[src/rtl/wdt_pkg.sv]
package wdt_pkg;
  localparam int CNT_W      = 16;
  localparam int PSC_W      = 8;
  localparam int SEL_W      = 2;
  localparam int BASE_SHIFT = 4;
  localparam int DATA_W     = 16;
  localparam int ADDR_W     = 4;
  localparam int MAX_SEL    = (1 << SEL_W) - 1;
  localparam int POW_W      = BASE_SHIFT + MAX_SEL;
  localparam int PSC_LSB    = 8;
  localparam int SEL_LSB    = 2;

  localparam logic [ADDR_W-1:0] OFS_CTRL   = 4'h0;
  localparam logic [ADDR_W-1:0] OFS_RELOAD = 4'h4;
  localparam logic [ADDR_W-1:0] OFS_COUNT  = 4'h8;
  localparam logic [CNT_W-1:0]  CNT_INIT   = 16'h8000;

  typedef struct packed {
    logic [PSC_W-1:0] psc;
    logic [SEL_W-1:0] sel;
    logic             rst_en;
    logic             run_en;
  } ctrl_t;

  function automatic logic [DATA_W-1:0] ctrl_pack(ctrl_t c);
    logic [DATA_W-1:0] w;
    w = '0;
    w[0] = c.run_en;
    w[1] = c.rst_en;
    w[SEL_LSB +: SEL_W] = c.sel;
    w[PSC_LSB +: PSC_W] = c.psc;
    return w;
  endfunction

  function automatic ctrl_t ctrl_unpack(logic [DATA_W-1:0] w);
    ctrl_t c;
    c.run_en = w[0];
    c.rst_en = w[1];
    c.sel    = w[SEL_LSB +: SEL_W];
    c.psc    = w[PSC_LSB +: PSC_W];
    return c;
  endfunction
endpackage

[src/rtl/wdt_regs.sv]
module wdt_regs
  import wdt_pkg::*;
(
  input  logic              clk_i,
  input  logic              rst_ni,
  input  logic              wr_i,
  input  logic [ADDR_W-1:0] addr_i,
  input  logic [DATA_W-1:0] wdata_i,
  input  logic [CNT_W-1:0]  cnt_i,
  output ctrl_t             ctrl_o,
  output logic [CNT_W-1:0]  reload_o,
  output logic              cnt_we_o,
  output logic [CNT_W-1:0]  cnt_wdata_o,
  output logic [DATA_W-1:0] rdata_o
);
  ctrl_t            ctrl_q;
  logic [CNT_W-1:0] reload_q;
  logic             ctrl_we, reload_we;

  assign ctrl_we   = wr_i && (addr_i == OFS_CTRL);
  // reload is frozen while the timer runs
  assign reload_we = wr_i && (addr_i == OFS_RELOAD) && !ctrl_q.run_en;

  always_ff @(posedge clk_i or negedge rst_ni) begin
    if (!rst_ni) begin
      ctrl_q   <= '0;
      reload_q <= CNT_INIT;
    end else begin
      if (ctrl_we)   ctrl_q   <= ctrl_unpack(wdata_i);
      if (reload_we) reload_q <= wdata_i[CNT_W-1:0];
    end
  end

  always_comb begin
    case (addr_i)
      OFS_CTRL:   rdata_o = ctrl_pack(ctrl_q);
      OFS_RELOAD: rdata_o = DATA_W'(reload_q);
      OFS_COUNT:  rdata_o = DATA_W'(cnt_i);
      default:    rdata_o = '0;
    endcase
  end

  assign ctrl_o      = ctrl_q;
  assign reload_o    = reload_q;
  assign cnt_we_o    = wr_i && (addr_i == OFS_COUNT);
  assign cnt_wdata_o = wdata_i[CNT_W-1:0];

  p_reload_locked_r9: assert property (@(posedge clk_i) disable iff (!rst_ni)
    (wr_i && addr_i == OFS_RELOAD && ctrl_q.run_en) |=> $stable(reload_q));

  p_reload_taken_r9: assert property (@(posedge clk_i) disable iff (!rst_ni)
    (wr_i && addr_i == OFS_RELOAD && !ctrl_q.run_en) |=> reload_q == $past(wdata_i[CNT_W-1:0]));
endmodule

[src/rtl/wdt_prescale.sv]
module wdt_prescale
  import wdt_pkg::*;
(
  input  logic             clk_i,
  input  logic             rst_ni,
  input  logic             run_en_i,
  input  logic [PSC_W-1:0] psc_i,
  input  logic [SEL_W-1:0] sel_i,
  output logic             tick_o
);
  logic [PSC_W-1:0] psc_cnt;
  logic [POW_W-1:0] pow_cnt;
  logic [POW_W-1:0] pow_lim;
  logic             pre_hit, pow_hit;

  // 2^(BASE_SHIFT+sel)-1 as a right-shifted all-ones mask
  assign pow_lim = {POW_W{1'b1}} >> (MAX_SEL - int'(sel_i));
  assign pre_hit = psc_cnt >= psc_i;
  assign pow_hit = pow_cnt >= pow_lim;
  assign tick_o  = run_en_i && pre_hit && pow_hit;

  always_ff @(posedge clk_i or negedge rst_ni) begin
    if (!rst_ni) begin
      psc_cnt <= '0;
      pow_cnt <= '0;
    end else if (!run_en_i) begin
      psc_cnt <= '0;
      pow_cnt <= '0;
    end else if (pre_hit) begin
      psc_cnt <= '0;
      pow_cnt <= pow_hit ? '0 : pow_cnt + 1'b1;
    end else begin
      psc_cnt <= psc_cnt + 1'b1;
    end
  end

  p_tick_spaced_r3: assert property (@(posedge clk_i) disable iff (!rst_ni)
    tick_o |=> !tick_o);
endmodule

[src/rtl/wdt_count.sv]
module wdt_count
  import wdt_pkg::*;
#(
  parameter int PULSE_LEN = 128
) (
  input  logic             clk_i,
  input  logic             rst_ni,
  input  logic             tick_i,
  input  logic             run_en_i,
  input  logic             rst_en_i,
  input  logic [CNT_W-1:0] reload_i,
  input  logic             cnt_we_i,
  input  logic [CNT_W-1:0] cnt_wdata_i,
  output logic [CNT_W-1:0] cnt_o,
  output logic             rst_req_o
);
  localparam int PW = $clog2(PULSE_LEN + 1);

  logic [CNT_W-1:0] cnt_q;
  logic [PW-1:0]    pulse_q;
  logic             expire;

  // a kick on the same edge cancels the expiry
  assign expire = tick_i && !cnt_we_i && (cnt_q <= CNT_W'(1));

  always_ff @(posedge clk_i or negedge rst_ni) begin
    if (!rst_ni)       cnt_q <= CNT_INIT;
    else if (cnt_we_i) cnt_q <= cnt_wdata_i;
    else if (expire)   cnt_q <= reload_i;
    else if (tick_i)   cnt_q <= cnt_q - 1'b1;
  end

  always_ff @(posedge clk_i or negedge rst_ni) begin
    if (!rst_ni)                pulse_q <= '0;
    else if (expire && rst_en_i) pulse_q <= PW'(PULSE_LEN);
    else if (pulse_q != '0)      pulse_q <= pulse_q - 1'b1;
  end

  assign cnt_o     = cnt_q;
  assign rst_req_o = pulse_q != '0;

  p_kick_r4: assert property (@(posedge clk_i) disable iff (!rst_ni)
    cnt_we_i |=> cnt_q == $past(cnt_wdata_i));

  p_step_r3: assert property (@(posedge clk_i) disable iff (!rst_ni)
    (tick_i && !cnt_we_i && cnt_q > CNT_W'(1)) |=> cnt_q == $past(cnt_q) - 1'b1);

  p_reload_r5: assert property (@(posedge clk_i) disable iff (!rst_ni)
    (tick_i && !cnt_we_i && cnt_q <= CNT_W'(1)) |=> cnt_q == $past(reload_i));

  p_pulse_start_r6: assert property (@(posedge clk_i) disable iff (!rst_ni)
    (tick_i && !cnt_we_i && cnt_q <= CNT_W'(1) && rst_en_i) |=> rst_req_o);

  p_no_req_r7: assert property (@(posedge clk_i) disable iff (!rst_ni)
    $rose(rst_req_o) |-> $past(rst_en_i && run_en_i));

  p_hold_r8: assert property (@(posedge clk_i) disable iff (!rst_ni)
    (!run_en_i && !cnt_we_i) |=> $stable(cnt_q));
endmodule

[src/rtl/wdt_core.sv]
module wdt_core
  import wdt_pkg::*;
#(
  parameter int PULSE_LEN = 128
) (
  input  logic              clk_i,
  input  logic              rst_ni,
  input  logic              wr_i,
  input  logic [ADDR_W-1:0] addr_i,
  input  logic [DATA_W-1:0] wdata_i,
  output logic [DATA_W-1:0] rdata_o,
  output logic              rst_req_o
);
  ctrl_t            ctrl;
  logic [CNT_W-1:0] reload, cnt, cnt_wdata;
  logic             cnt_we, tick;

  wdt_regs u_regs (
    .clk_i       (clk_i),
    .rst_ni      (rst_ni),
    .wr_i        (wr_i),
    .addr_i      (addr_i),
    .wdata_i     (wdata_i),
    .cnt_i       (cnt),
    .ctrl_o      (ctrl),
    .reload_o    (reload),
    .cnt_we_o    (cnt_we),
    .cnt_wdata_o (cnt_wdata),
    .rdata_o     (rdata_o)
  );

  wdt_prescale u_div (
    .clk_i    (clk_i),
    .rst_ni   (rst_ni),
    .run_en_i (ctrl.run_en),
    .psc_i    (ctrl.psc),
    .sel_i    (ctrl.sel),
    .tick_o   (tick)
  );

  wdt_count #(.PULSE_LEN(PULSE_LEN)) u_cnt (
    .clk_i       (clk_i),
    .rst_ni      (rst_ni),
    .tick_i      (tick),
    .run_en_i    (ctrl.run_en),
    .rst_en_i    (ctrl.rst_en),
    .reload_i    (reload),
    .cnt_we_i    (cnt_we),
    .cnt_wdata_i (cnt_wdata),
    .cnt_o       (cnt),
    .rst_req_o   (rst_req_o)
  );
endmodule

[config.mk]
export PLATFORM = sky130hd
export DESIGN_NAME = wdt_core
export DESIGN_NICKNAME = d
export VERILOG_FILES = /design/src/rtl/wdt_pkg.sv /design/src/rtl/wdt_regs.sv /design/src/rtl/wdt_prescale.sv /design/src/rtl/wdt_count.sv /design/src/rtl/wdt_core.sv
export SDC_FILE = /design/constraint.sdc
export NUM_CORES = 1
export LEC_CHECK = 0
export BUFFER_PORTS_ARGS = -buffer_cell sky130_fd_sc_hd__buf_2
export CORE_ASPECT_RATIO = 0.75
export CORE_UTILIZATION = 26
export DETAILED_ROUTE_END_ITERATION = 6
export GPL_TIMING_DRIVEN = 0
export MAX_ROUTING_LAYER = met4
export PLACE_DENSITY_LB_ADDON = 0.2
export SYNTH_ARGS = -nofsm -noshare
export SYNTH_HDL_FRONTEND = slang
export SYNTH_SLANG_ARGS = --single-unit
[constraint.sdc]
create_clock -name clk_i -period 7.34 [get_ports clk_i]
set_clock_uncertainty 0.15 [all_clocks]
set_input_delay 0.367 -clock clk_i [delete_from_list [all_inputs] [get_ports clk_i]]
set_output_delay 0.367 -clock clk_i [all_outputs]
set_load 0.05 [all_outputs]
==> flow_summary_export.csv <==
group,metric,value,unit
status,outcome,"finished clean",
die,die_y,109,microns
synth,synth_nets,438,
synth,ys.flop_type,"dfrtp_1",
synth,yosys_warnings,0,
job,max_cap_viol_count,0,
die,rows,38,
synth,mappedNetlistArea,4000,sq um
placed_design,finalWeightedCongestion,0.778,
worst_setup_path,worstPathArrival,3.30,ns
synth,synth_edf_count,0,
worst_setup_path,crit_type,"reg -> reg",
synth,synthCells,399,
clocking,cts_buffers,9,
timing,min_period,3.19,ns
timing,fin_setup_tns,0,ns
synth,async_reset_ff_frac,1.00,
min_path,hp-class,"in -> reg",
cells_and_area,nNetsFinal,490,
placed_design,hpwl,7.91,mm
worst_setup_path,end_kind,"register",
drt,vias_per_cell,5.04,
pwr,max-vdd-ir-drop,0.114,mV
grt,track_usage,0.150,
clocking,cts.path.max_buffers,2,
drt,antenna_left,0,
cells_and_area,areaGrowthSynthToFinish,20.1,%
pwr,p_total,1.23,mW
die,start_util,0.271,
grt,use_met1,0.211,
grt,first_global_vias,3209,
clocking,cts-htree-levels,3,
synth,seq_area_frac_synth,0.420,
timing,maxSlewHeadroom,0.341,
cells_and_area,antenna_cells,0,
drt,drc,0,
placed_design,dpl_cell_area,4480,sq um
clocking,path_clk_slew,0.06,ns
drt,first_iter_violations,251,
worst_setup_path,crit_buf_inv,1,
worst_setup_path,max_stage_delay,0.58,ns
timing,period_share,0.435,
die,core_area,14700,sq um
timing,fmax,0.313,GHz
timing,final-hold-violation-count,0,
grt,grt_pass1_wl,17.8,mm
pwr,p_per_area,256,nW/um^2
drt,drtPass1Iterations,6,
clocking,root_buffer,"clkbuf_16",
worst_setup_path,crit_chain,"ha_1 > nor2b_1 > o211ai_1 > a31o_2 > a211oi_1 > clkbuf_1 > nand2_1 > o21ai_1",
grt,met3_usage,0.0332,
grt,antenna_found_initial,0,
worst_setup_path,cp_top_family,"compound AO/OA/AOI/OAI gates",
cells_and_area,drive_gt1_frac,0.217,
placed_design,port_buffers,39,
synth,ys_types,63,
die,dieArea,15900,sq um
die,die_x,145,microns
clocking,cts.sink_count,67,
synth,avgSynthCellArea,10.0,sq um
grt,grt_busiest_layer,"met2",
worst_setup_path,slowest_stage,"a211oi_1",
placed_design,preCtsSetupSlack,4.27,ns
drt,route.vias.total,3303,
die,io_pins,40,
grt,grt_max_degree,43,
worst_setup_path,cp-start-kind,"register",
grt,gr-total-overflow,0,
drt,avgRoutedWirePerCell,16.8,microns
timing,tightest_slew,0.979,ns
clocking,clk_latency,0.34,ns
cells_and_area,fillCellCount,1559,
timing,finalMaxSlewViolations,0,
cells_and_area,final_util,0.326,
timing,finalSetupViolations,0,
synth,ys_ff_latch,67,
drt,drt_wl_total,11.1,mm
grt,grtUsageMet2,0.217,
clocking,cts_tree,"yes",
timing,setup_slack,4.15,ns
cells_and_area,fin_area,4810,sq um
worst_setup_path,cp_max_fo,10,
worst_setup_path,worstPathRequired,7.45,ns
timing,rsz0062_at_grt,"false",
pwr,power_leakage,2.14,nW
==> state kept, by name, summed over array words and instances, names as in the netlist <==
register         flops
u_cnt.cnt_o         16
u_cnt.pulse_q        8
u_regs.reload_o     16
u_div.pow_cnt        7
u_div.psc_cnt        8
u_regs.ctrl_o       12
==> cell usage in the layout, fill, tap and decap left out, drive strengths merged, types with 9 or more instances in the layout <==
cell,n
o21ai,18
mux2,32
xor2,9
xnor2,9
ha,16
inv,29
dfrtp,65
buf,44
nor2,28
nand3,13
nand2,31
a21oi,21
clkbuf,24
nor3,9
a222oi,12
==> per-layer routing <==
layer	part of all wire	wire (microns)	vias to the layer above
met3	0.046	505	11
met5	0	0	-
li1	-	-	1553
met1	0.51	5640	1648
met4	0.0088	97	0
met2	0.43	4810	91
==> worst paths after layout <==
path                                     from                   to  slack, ns  cells after the start
max                          u_div.psc_cnt[1]      u_cnt.cnt_o[14]       4.15                      8
min                                wdata_i[4]       u_cnt.cnt_o[4]       0.11                      3
max reg2reg                  u_div.psc_cnt[1]      u_cnt.cnt_o[14]       4.15                      8
min reg2reg                u_regs.reload_o[7]   u_regs.reload_o[7]       0.37                      1
max in group asynchronous              rst_ni  u_regs.reload_o[15]       6.09                      3
min in group asynchronous              rst_ni       u_cnt.cnt_o[1]       0.35                      2
==> kinds of logic (layout without fill, tap and decap cells) <==
| group | count (synthesis) | in the layout | share of synthesized area |
|---|---|---|---|
| adder cells (fa/ha/maj) | 16 | 16 | 0.0500 |
| XOR/XNOR | 18 | 18 | 0.0394 |
| flip-flops | 67 | 67 | 0.420 |
| buffers and inverters | 47 | 104 | 0.0469 |
| AND/OR/NAND/NOR | 129 | 129 | 0.189 |
| multiplexers | 40 | 40 | 0.113 |
| AO/OA/AOI/OAI | 82 | 82 | 0.142 |
==> report_power, final <==
part,internal [mW],switching (mW),leakage (nW)
registers,0.432,0.0731,0.828
clock network,0.298,0.169,0.153
logic,0.115,0.141,1.16
total,0.845,0.383,2.14
==> what timing repair did <==
action / in CTS / in global routing
endpoints found under the hold margin: 25 / 0
hold buffers: 1 / 0
setup buffers: 0 / 0
resized for setup: 0 / 0
==> cell usage after synthesis, drive strengths merged (5+ instances only) <==
library cell	number	area, sq um
ha	16	200
nor3	9	50.1
dfrtp	65	1630
nor2	28	108
a22o	5	43.8
xor2	9	78.8
xnor2	9	78.8
mux2i	8	80.1
nand3	13	65.1
nor4b	5	62.6
a222oi	12	120
a2bb2oi	5	43.8
nand2	31	124
mux2	32	372
nor4	6	73.8
a21oi	21	105
clkbuf	14	52.6
o21ai	18	90.1
inv	29	109
==> through the flow <==
stage	instances	hold slack [ns]
detailed placement	639	0.167
global placement	638	0.353
finish	656	0.106
CTS	656	0.100
floorplan	399	-0.0786
global route	656	0.109
==> final cells by class <==
class	instances	area, sq um	share of cell area
timing repair buffer	41	235	0.0489
sequential	67	1680	0.349
clock buffer	10	229	0.0476
multi-input combinational	285	2130	0.444
inverter	29	109	0.0227
tap	200	250	0.0521
buffer	18	78.8	0.0164
clock inverter	6	90.1	0.0187
==> worst register-to-register path, delay by kind of cell (launching register included) <==
kind / cells / cell delay (ns)
adder cells (fa/ha/maj): 1 / 0.32
buffers and inverters: 1 / 0.52
flip-flops: 1 / 0.45
AND/OR/NAND/NOR: 2 / 0.50
AO/OA/AOI/OAI: 4 / 1.17
Power figures use the tool's default switching activity.
